**src/rtl/lct_pkg.sv**
```systemverilog
package lct_pkg;

    localparam int CH_COUNT   = 5;
    localparam int REG_W      = 8;
    localparam int ADDR_W     = 8;
    localparam int SYNC_DEPTH = 2;
    localparam logic [ADDR_W-1:0] TEST_REG_ADDR = 8'h0C;

    // phases: ack, one per channel, final, then parked
    localparam int STEP_W = $clog2(CH_COUNT + 3);

    typedef enum logic [0:0] {
        FT_IDLE = 1'b0,
        FT_SCAN = 1'b1
    } ft_state_e;

    // register bit holding channel ch: first channel at the top bit
    function automatic int result_bit(input int ch, input int dw);
        return dw - 1 - ch;
    endfunction

endpackage

```
**src/rtl/lct_sync.sv**
```systemverilog
module lct_sync #(
    parameter int STAGES = lct_pkg::SYNC_DEPTH
) (
    input  logic clk,
    input  logic rst,
    input  logic d,
    output logic q
);
    logic [STAGES-1:0] sh_q;

    always_ff @(posedge clk) begin
        if (rst) sh_q <= '0;
        else     sh_q <= {sh_q[STAGES-2:0], d};
    end

    assign q = sh_q[STAGES-1];
endmodule

```
**src/rtl/lct_pin_seq.sv**
```systemverilog
module lct_pin_seq #(
    parameter int NCH = lct_pkg::CH_COUNT,
    parameter int SW  = lct_pkg::STEP_W
) (
    input  logic           clk,
    input  logic           rst,
    input  logic           t1_s,
    input  logic           dev_ok,
    input  logic [NCH-1:0] flags,
    output logic           t2
);
    localparam logic [SW-1:0] STEP_LASTCH = SW'(NCH);
    localparam logic [SW-1:0] STEP_DONE   = SW'(NCH + 2);

    logic          t1_d;
    logic [SW-1:0] step_q;
    logic [SW-1:0] ch_idx;
    logic          sel;
    logic          t2_q;
    logic          fall;

    assign fall   = t1_d && !t1_s;
    assign ch_idx = step_q - 1'b1;

    always_comb begin
        sel = 1'b0;
        if (step_q == '0)               sel = dev_ok;
        else if (step_q <= STEP_LASTCH) sel = flags[ch_idx];
    end

    always_ff @(posedge clk) begin
        if (rst) begin
            t1_d   <= 1'b0;
            step_q <= '0;
            t2_q   <= 1'b0;
        end else begin
            t1_d <= t1_s;
            if (fall && step_q != STEP_DONE) step_q <= step_q + 1'b1;
            t2_q <= t1_s && sel;
        end
    end

    assign t2 = t2_q;


    t2_low_chk: assert property (@(posedge clk) disable iff (rst)
        !t1_s |=> !t2_q);


    done_quiet_chk: assert property (@(posedge clk) disable iff (rst)
        (step_q == STEP_DONE) |=> (!t2_q && step_q == STEP_DONE));


    step_hold_chk: assert property (@(posedge clk) disable iff (rst)
        (t1_s && t1_d) |=> $stable(step_q));
endmodule

```
**src/rtl/lct_field_test.sv**
```systemverilog
module lct_field_test
    import lct_pkg::*;
#(
    parameter int NCH = CH_COUNT,
    parameter int DW  = REG_W,
    parameter int AW  = ADDR_W,
    parameter logic [AW-1:0] ADDR = TEST_REG_ADDR
) (
    input  logic           clk,
    input  logic           rst,
    input  logic           clr,
    input  logic           wr,
    input  logic [AW-1:0]  addr,
    input  logic [DW-1:0]  wdata,
    input  logic [NCH-1:0] flags,
    output logic [DW-1:0]  rdata
);
    localparam int IW = $clog2(NCH);
    localparam logic [IW-1:0] IDX_LAST = IW'(NCH - 1);

    ft_state_e      st_q;
    logic [IW-1:0]  idx_q;
    logic [NCH-1:0] ok_q;
    logic           start;
    logic [DW-1:0]  img;

    assign start = wr && (addr == ADDR) && wdata[0] && (st_q == FT_IDLE);

    always_ff @(posedge clk) begin
        if (rst || clr) begin
            st_q  <= FT_IDLE;
            idx_q <= '0;
            ok_q  <= '0;
        end else begin
            case (st_q)
                FT_IDLE: if (start) begin
                    ok_q  <= '0;
                    idx_q <= '0;
                    st_q  <= FT_SCAN;
                end
                FT_SCAN: begin
                    ok_q[idx_q] <= flags[idx_q];
                    if (idx_q == IDX_LAST) st_q <= FT_IDLE;
                    else                   idx_q <= idx_q + 1'b1;
                end
                default: st_q <= FT_IDLE;
            endcase
        end
    end

    always_comb begin
        img = '0;
        for (int i = 0; i < NCH; i++) img[result_bit(i, DW)] = ok_q[i];
        img[0] = (st_q == FT_SCAN);
        rdata  = (addr == ADDR) ? img : '0;
    end


    scan_end_chk: assert property (@(posedge clk) disable iff (rst)
        (st_q == FT_SCAN && idx_q == IDX_LAST && !clr) |=> (st_q == FT_IDLE));


    scan_step_chk: assert property (@(posedge clk) disable iff (rst)
        (st_q == FT_SCAN && idx_q != IDX_LAST && !clr)
        |=> (st_q == FT_SCAN && idx_q == $past(idx_q) + 1'b1));


    ok_hold_chk: assert property (@(posedge clk) disable iff (rst)
        (st_q == FT_IDLE && !start && !clr) |=> $stable(ok_q));
endmodule

```
**src/rtl/conn_test_seq.sv**
```systemverilog
module conn_test_seq
    import lct_pkg::*;
#(
    parameter int NCH  = CH_COUNT,
    parameter int DW   = REG_W,
    parameter int AW   = ADDR_W,
    parameter int SYNC = SYNC_DEPTH,
    parameter logic [AW-1:0] ADDR = TEST_REG_ADDR
) (
    input  logic           clk,
    input  logic           rst,
    input  logic           reg_rst,
    input  logic           t1_in,
    output logic           t2_out,
    input  logic           dev_ok,
    input  logic [NCH-1:0] chan_ok,
    input  logic           reg_wr,
    input  logic [AW-1:0]  reg_addr,
    input  logic [DW-1:0]  reg_wdata,
    output logic [DW-1:0]  reg_rdata
);
    localparam int SW = $clog2(NCH + 3);

    logic t1_s;

    lct_sync #(.STAGES(SYNC)) u_sync (
        .clk (clk),
        .rst (rst),
        .d   (t1_in),
        .q   (t1_s)
    );

    lct_pin_seq #(.NCH(NCH), .SW(SW)) u_pin (
        .clk    (clk),
        .rst    (rst),
        .t1_s   (t1_s),
        .dev_ok (dev_ok),
        .flags  (chan_ok),
        .t2     (t2_out)
    );

    lct_field_test #(.NCH(NCH), .DW(DW), .AW(AW), .ADDR(ADDR)) u_field (
        .clk   (clk),
        .rst   (rst),
        .clr   (reg_rst),
        .wr    (reg_wr),
        .addr  (reg_addr),
        .wdata (reg_wdata),
        .flags (chan_ok),
        .rdata (reg_rdata)
    );
endmodule

```
**config.mk**
```make
export PLATFORM = sky130hd
export DESIGN_NAME = conn_test_seq
export DESIGN_NICKNAME = d
export VERILOG_FILES = /design/src/rtl/lct_pkg.sv /design/src/rtl/lct_sync.sv /design/src/rtl/lct_pin_seq.sv /design/src/rtl/lct_field_test.sv /design/src/rtl/conn_test_seq.sv
export SDC_FILE = /design/constraint.sdc
export NUM_CORES = 1
export LEC_CHECK = 0
export CAP_MARGIN = 10
export CORE_MARGIN = 5
export CORE_UTILIZATION = 39
export DETAILED_ROUTE_END_ITERATION = 16
export PLACE_DENSITY = 0.85
export SETUP_SLACK_MARGIN = 0.5
export SLEW_MARGIN = 20
export SYNTH_ARGS = -nofsm -noshare
export SYNTH_HDL_FRONTEND = slang
export SYNTH_SLANG_ARGS = --single-unit
```
**constraint.sdc**
```tcl
create_clock -name clk -period 1.4 [get_ports clk]
set_input_delay 0.21 -clock clk [delete_from_list [all_inputs] [get_ports clk]]
set_output_delay 0.21 -clock clk [all_outputs]
set_load 0.005 [all_outputs]
```
# --- Word level (Yosys, flattened, before mapping) ---
# Cells that the tools add are included.
# Widths: inputs -> output; s select.
classes:
  reduce_logical: 11
  n_bitwise: 1
  n_lt_le_gt_ge: 4
  eq_ne: 5
  add_sub_neg: 3
  n_mux: 18
ops:
  columns: ["op", "count"]
  rows:
  - ["$pmux 5 s2", 1]
  - ["$eq 8x4->1 const B", 1]
  - ["$lt 3x4->1 const B", 2]
  - ["$mux 8", 1]
  - ["$logic_and 1x1->1", 7]
  - ["$mux 1", 7]
  - ["$add 3x1->3 const B", 2]
  - ["$bmux 1 s3", 2]
  - ["$mux 3", 2]
  - ["$pmux 3 s2", 1]
  - ["$bwmux 5", 1]
  - ["$mux 5", 1]
  - ["$demux 1 s3", 1]
  - ["$eq 3x3->1 const B", 1]
  - ["$ge 3x1->1 const B", 1]
  - ["$le 3x3->1 const B", 1]
  - ["$logic_not 3->1", 1]
  - ["$ne 3x3->1 const B", 1]
  - ["$sub 3x1->3 const B", 1]
  - ["$ne 2x1->1 const B", 1]
  - ["$ne 2x2->1 const B", 1]
  - ["$pmux 1 s2", 1]
  - ["$reduce_and 2->1", 1]
  - ["$logic_not 1->1", 1]
  - ["2 further kinds", 2]
word_totals:
  input_bits: 27
  elab_cells: 49
  reg_bits: 16

# --- Logic depth before layout (Yosys ltp) ---
logic_depth:
  ltp_word: 6
  ltp_mapped: 6
  mapped_depth_nobuf: 5

# --- Hierarchy ---
# From an unflattened synthesis, not the netlist that was laid out.
hier_totals:
  hier_cells: 99
  hier_area_um2: 937.1
by_module_without_submodules:
  columns: ["module", "area_per_inst_um2", "instances", "seq_area_each_um2", "cells_per_inst"]
  rows:
  - ["lct_field_test", 591.8, 1, 180.2, 68]
  - ["lct_pin_seq", 292.8, 1, 100.1, 27]
  - ["lct_sync", 52.6, 1, 40.0, 4]

# --- Least setup slack after synthesis ---
# Ideal clock, no wire load.
synth_path:
  path_kind: "reg-to-reg"
  start: "register u_pin.step_q[0]"
  end: "register u_pin.t2_q, in the netlist u_pin.t2"
  stages_incl_launch_ff: 6
  arrival_time_ns: 1.367
  setup_time_ns: 0.123
  setup_slack_ns: -0.090
  path_buffers: 0
  cell_sequence: "dfxtp_1 > inv_1 > ha_1 > or3b_2 > a32oi_1 > nor4_1"
synth_via:
  elab_chain_len: 6
  word_cells_on_any_way: 8
  cone_classes: "1 x add/sub; 1 x order compare; 4 x mux; 2 x reduce/logical"
synth_rtl:
  columns: ["item", "line", "text"]
  rows:
  - ["start: declaration", "lct_pin_seq.sv:16", "logic [SW-1:0] step_q;"]
  - ["start signal: assignment", "lct_pin_seq.sv:38", "if (fall && step_q != STEP_DONE) step_q <= step_q + 1'b1;"]
  - ["$sub 3x1->3", "lct_pin_seq.sv:23", "assign ch_idx = step_q - 1'b1;"]
  - ["net u_pin.ch_idx[0]", "lct_pin_seq.sv:17", "logic [SW-1:0] ch_idx;"]
  - ["$bmux 1 s3", "lct_pin_seq.sv:28", "else if (step_q <= STEP_LASTCH) sel = flags[ch_idx];"]
  - ["$mux 1 (implied by the code)", "lct_pin_seq.sv:28", null]
  - ["$mux 1", "lct_pin_seq.sv:28", null]
  - ["$mux 1", "lct_pin_seq.sv:27", "if (step_q == '0) sel = dev_ok;"]
  - ["$logic_and 1x1->1", "lct_pin_seq.sv:39", "t2_q <= t1_s && sel;"]
  - ["end signal: assignment", "lct_pin_seq.sv:39", null]
  - ["end: declaration", "lct_pin_seq.sv:19", "logic t2_q;"]
# The timed path passes the listed nets, and every way through them passes these cells. The select of a mux whose other input is x is not followed.
# A chain may end at the register's enable or synchronous reset.

# --- Final worst setup path ---
layout_path:
  start: "register u_pin.step_q[0]"
  end: "register u_pin.step_q[0]"
layout_via:
  elab_chain_len: 2
  word_cells_on_any_way: 3
  cone_classes: "1 x add/sub; 1 x eq/ne; 1 x reduce/logical"
layout_rtl:
  columns: ["item"]
  rows:
  - ["parallel branches: the longest is 2 deep, another holds $add 3x1->3"]
# Several ways; the timed one is not identified.

==> results_dict.tcl <==
set metrics [dict create \
    p_per_area_mw_per_mm2 554 \
    fin_area_mm2 0.00173 \
    grt_pass1_vias 1051 \
    clk_pin_slew_ns 0.10 \
    start_kind "register" \
    cts_made_buffers 3 \
    fin_nets 184 \
    yosys.cell_types.count 40 \
    cts_tree "done" \
    synth_area_um2 976 \
    final_max_slew_viol_count 0 \
    drtIter0Drc 13 \
    hp-class "input port to register" \
    ys_ff_latch 16 \
    cp.required_ns 1.61 \
    critical_path.cell_chain "ha_4 -> ha_4 -> nor3b_4 -> buf_4 -> xnor2_2 -> nor2_1" \
    initial_core_util_pct 40.1 \
    cts-root-buf "clkbuf_4" \
    synth.largest_area_cell "dfxtp_1" \
    critPathCaptureType "register" \
    period_needed_ns 1.39 \
    syn_to_final_growth_pct 77.1 \
    ys_top_cells_by_area "dfxtp_1, ha_1, mux2i_1" \
    vias_per_cell 5.44 \
    ios 36 \
    drive_above_1_share_pct 57.7 \
    r2r_slack_ns 0.007 \
    vdd_ir_drop_max_mv 0.530 \
    stdcell_count 179 \
    final_antenna_net_count 0 \
    drc_errors 0 \
    maxCapViolCount 0 \
    async_flop_share_pct 0 \
    grt_util_all_layers_pct 18.1 \
    first_pass_iters 4 \
    seq_area_frac_synth_pct 32.8 \
    max_clock_freq_ghz 0.718 \
    max-clock-path-buffers 2 \
    synth.most_common_cell "dfxtp_1" \
    cts.sinks 16 \
    rsz0062_at_grt "yes" \
    dp_hpwl_mm 1.90 \
    cpMostUsedCell "ha_4" \
    worst_skew_pair.late_latency_ns 0.31 \
    finalSetupViolations 0 \
    grt_max_degree 10 \
    cp_slowest_cell "dfxtp_4" \
    critPathMaxFanout 4 \
    synth-main-ff-cell "dfxtp_1" \
    netlist_instances 93 \
    dieArea_mm2 0.00360 \
    cpPeakStageDelay_ns 0.39 \
    outcome "completed" \
    port_buffers 26 \
    hold_viol_final 0 \
    detail_route.wl_per_cell_um 17.7 \
    dp.cells 153 \
    path_class "register to register" \
    synth_edf_count 0 \
    fillers 157 \
    grt_overflow_total 0 \
    synth_area_per_cell_um2 10.5 \
    p_leak_nw 0.697 \
    placedInstanceArea_mm2 0.00138 \
    die_height_um 60.0 \
    yosys-top-cells-count "dfxtp_1, ha_1, and3_1, inv_1" \
    placeableCoreArea_mm2 0.00243 \
    diodes 0 \
    grt_pass1_wl_mm 4.71 \
    htreeDepth 1 \
    die_x_um 60.0 \
    clock_skew_ns 0.00154 \
    crit_arrival_ns 1.61 \
    routed_wl_mm 3.16 \
    vias 973 \
    utilization_pct 71.0 \
    fin_crit_sh_pct 99.5 \
    synth_warnings 0 \
    row_count 18 \
    gp_congestion 0.797 \
    netlist.area_leader.share_pct 32.8 \
    antenna_found_initial 0 \
]
-- final timing paths --
kind / start / to / cells past startpoint
worst max-delay path: u_pin.step_q[0] / u_pin.step_q[0] / 6
worst min-delay path: t1_in / u_sync.sh_q[0] / 2
worst max register to register: u_pin.step_q[0] / u_pin.step_q[0] / 6
worst min register to register: u_sync.sh_q[0] / u_sync.sh_q[1] / 1
-- where the power goes --
| part | switching, W | internal [W] |
|---|---|---|
| logic | 0.0000633 | 0.000101 |
| registers | 0.00000492 | 0.000451 |
| clock network | 0.000177 | 0.000159 |
-- flip-flops by register name, summed over array words and instances, names as in the netlist --
name	count
u_field.idx_q	3
u_field.ok_q	5
u_field.st_q	1
u_pin.step_q	3
u_pin.t1_d	1
u_pin.t2	1
u_sync.sh_q	2
-- layout make-up --
type                            count  area [µm²]  area share, %
Multi-Input combinational cell     68         772           44.7
Tap cell                           30        37.5           2.17
Timing Repair Buffer               55         507           29.3
Clock buffer                        4        36.3           2.10
Inverter                            6        35.0           2.03
Sequential cell                    16         340           19.7
-- cell usage in the layout, fill, tap and decap left out, types with 2 or more instances in the layout --
| cell type | instances |
|---|---|
| a32o_1 | 2 |
| buf_2 | 3 |
| clkbuf_4 | 3 |
| conb_1 | 2 |
| inv_1 | 2 |
| and3_4 | 6 |
| inv_4 | 3 |
| nand2b_1 | 2 |
| nand2_1 | 2 |
| nor2_1 | 5 |
| nor2b_1 | 5 |
| dfxtp_1 | 10 |
| mux2i_1 | 4 |
| ha_4 | 5 |
| clkdlybuf4s50_1 | 10 |
| nor4b_4 | 2 |
| ha_1 | 2 |
| dlygate4sd2_1 | 2 |
| dfxtp_4 | 5 |
| buf_4 | 20 |
| and4bb_2 | 2 |
| a31o_1 | 4 |
| buf_6 | 19 |
-- cells by family (layout without fill, tap and decap cells) --
kind of cell,after synthesis,after routing,share of synthesized area (%)
AND/OR/NAND/NOR,37,37,29.4
flip-flops,16,16,32.8
AO/OA/AOI/OAI,15,15,14.5
buffers and inverters,10,65,5.51
adder cells (fa/ha/maj),7,7,8.97
multiplexers,6,6,7.56
other,1,2,0.384
XOR/XNOR,1,1,0.898
-- worst max-delay path: cells and delay by family, from the launching register on --
| family | cells | cell delay, ns |
|---|---|---|
| adders and majority gates | 2 | 0.32 |
| buffers and inverters | 1 | 0.17 |
| DFF | 1 | 0.39 |
| xor gates and xnor gates | 1 | 0.10 |
| and+or+nand+nor | 2 | 0.31 |
-- per-layer routing --
| metal | vias up | wire length, µm | track usage, % |
|---|---|---|---|
| met2 | 35 | 1630 | 32.6 |
| met5 | - | 0 | 0 |
| li1 | 457 | - | - |
| met1 | 466 | 1210 | 18.0 |
| met3 | 15 | 160 | 2.38 |
| met4 | 0 | 153 | 15.2 |
-- metrics by stage --
| step | setup TNS, ns | power (W) | worst slack [ns] | hold WS (ns) |
|---|---|---|---|---|
| finish | 0 | 0.000957 | 0.00690 | 0.444 |
| global route | -0.0634 | 0.000990 | -0.0379 | 0.438 |
| CTS | 0 | 0.000926 | 0.0247 | 0.446 |
| detailed placement | -5.80 | 0.000605 | -0.599 | 0.452 |
| global placement | -5.52 | 0.000600 | -0.593 | 0.419 |
| floorplan | 0 | 0.000523 | 0.0934 | 0.338 |
-- repair_timing --
action,CTS,global route
setup endpoints to repair,22,20
hold buffers,0,0
buffers inserted,17,5
pin swaps,19,12
gates resized for setup,80,21
endpoints found under the hold margin,0,0
(Power assumes the default switching activity.)
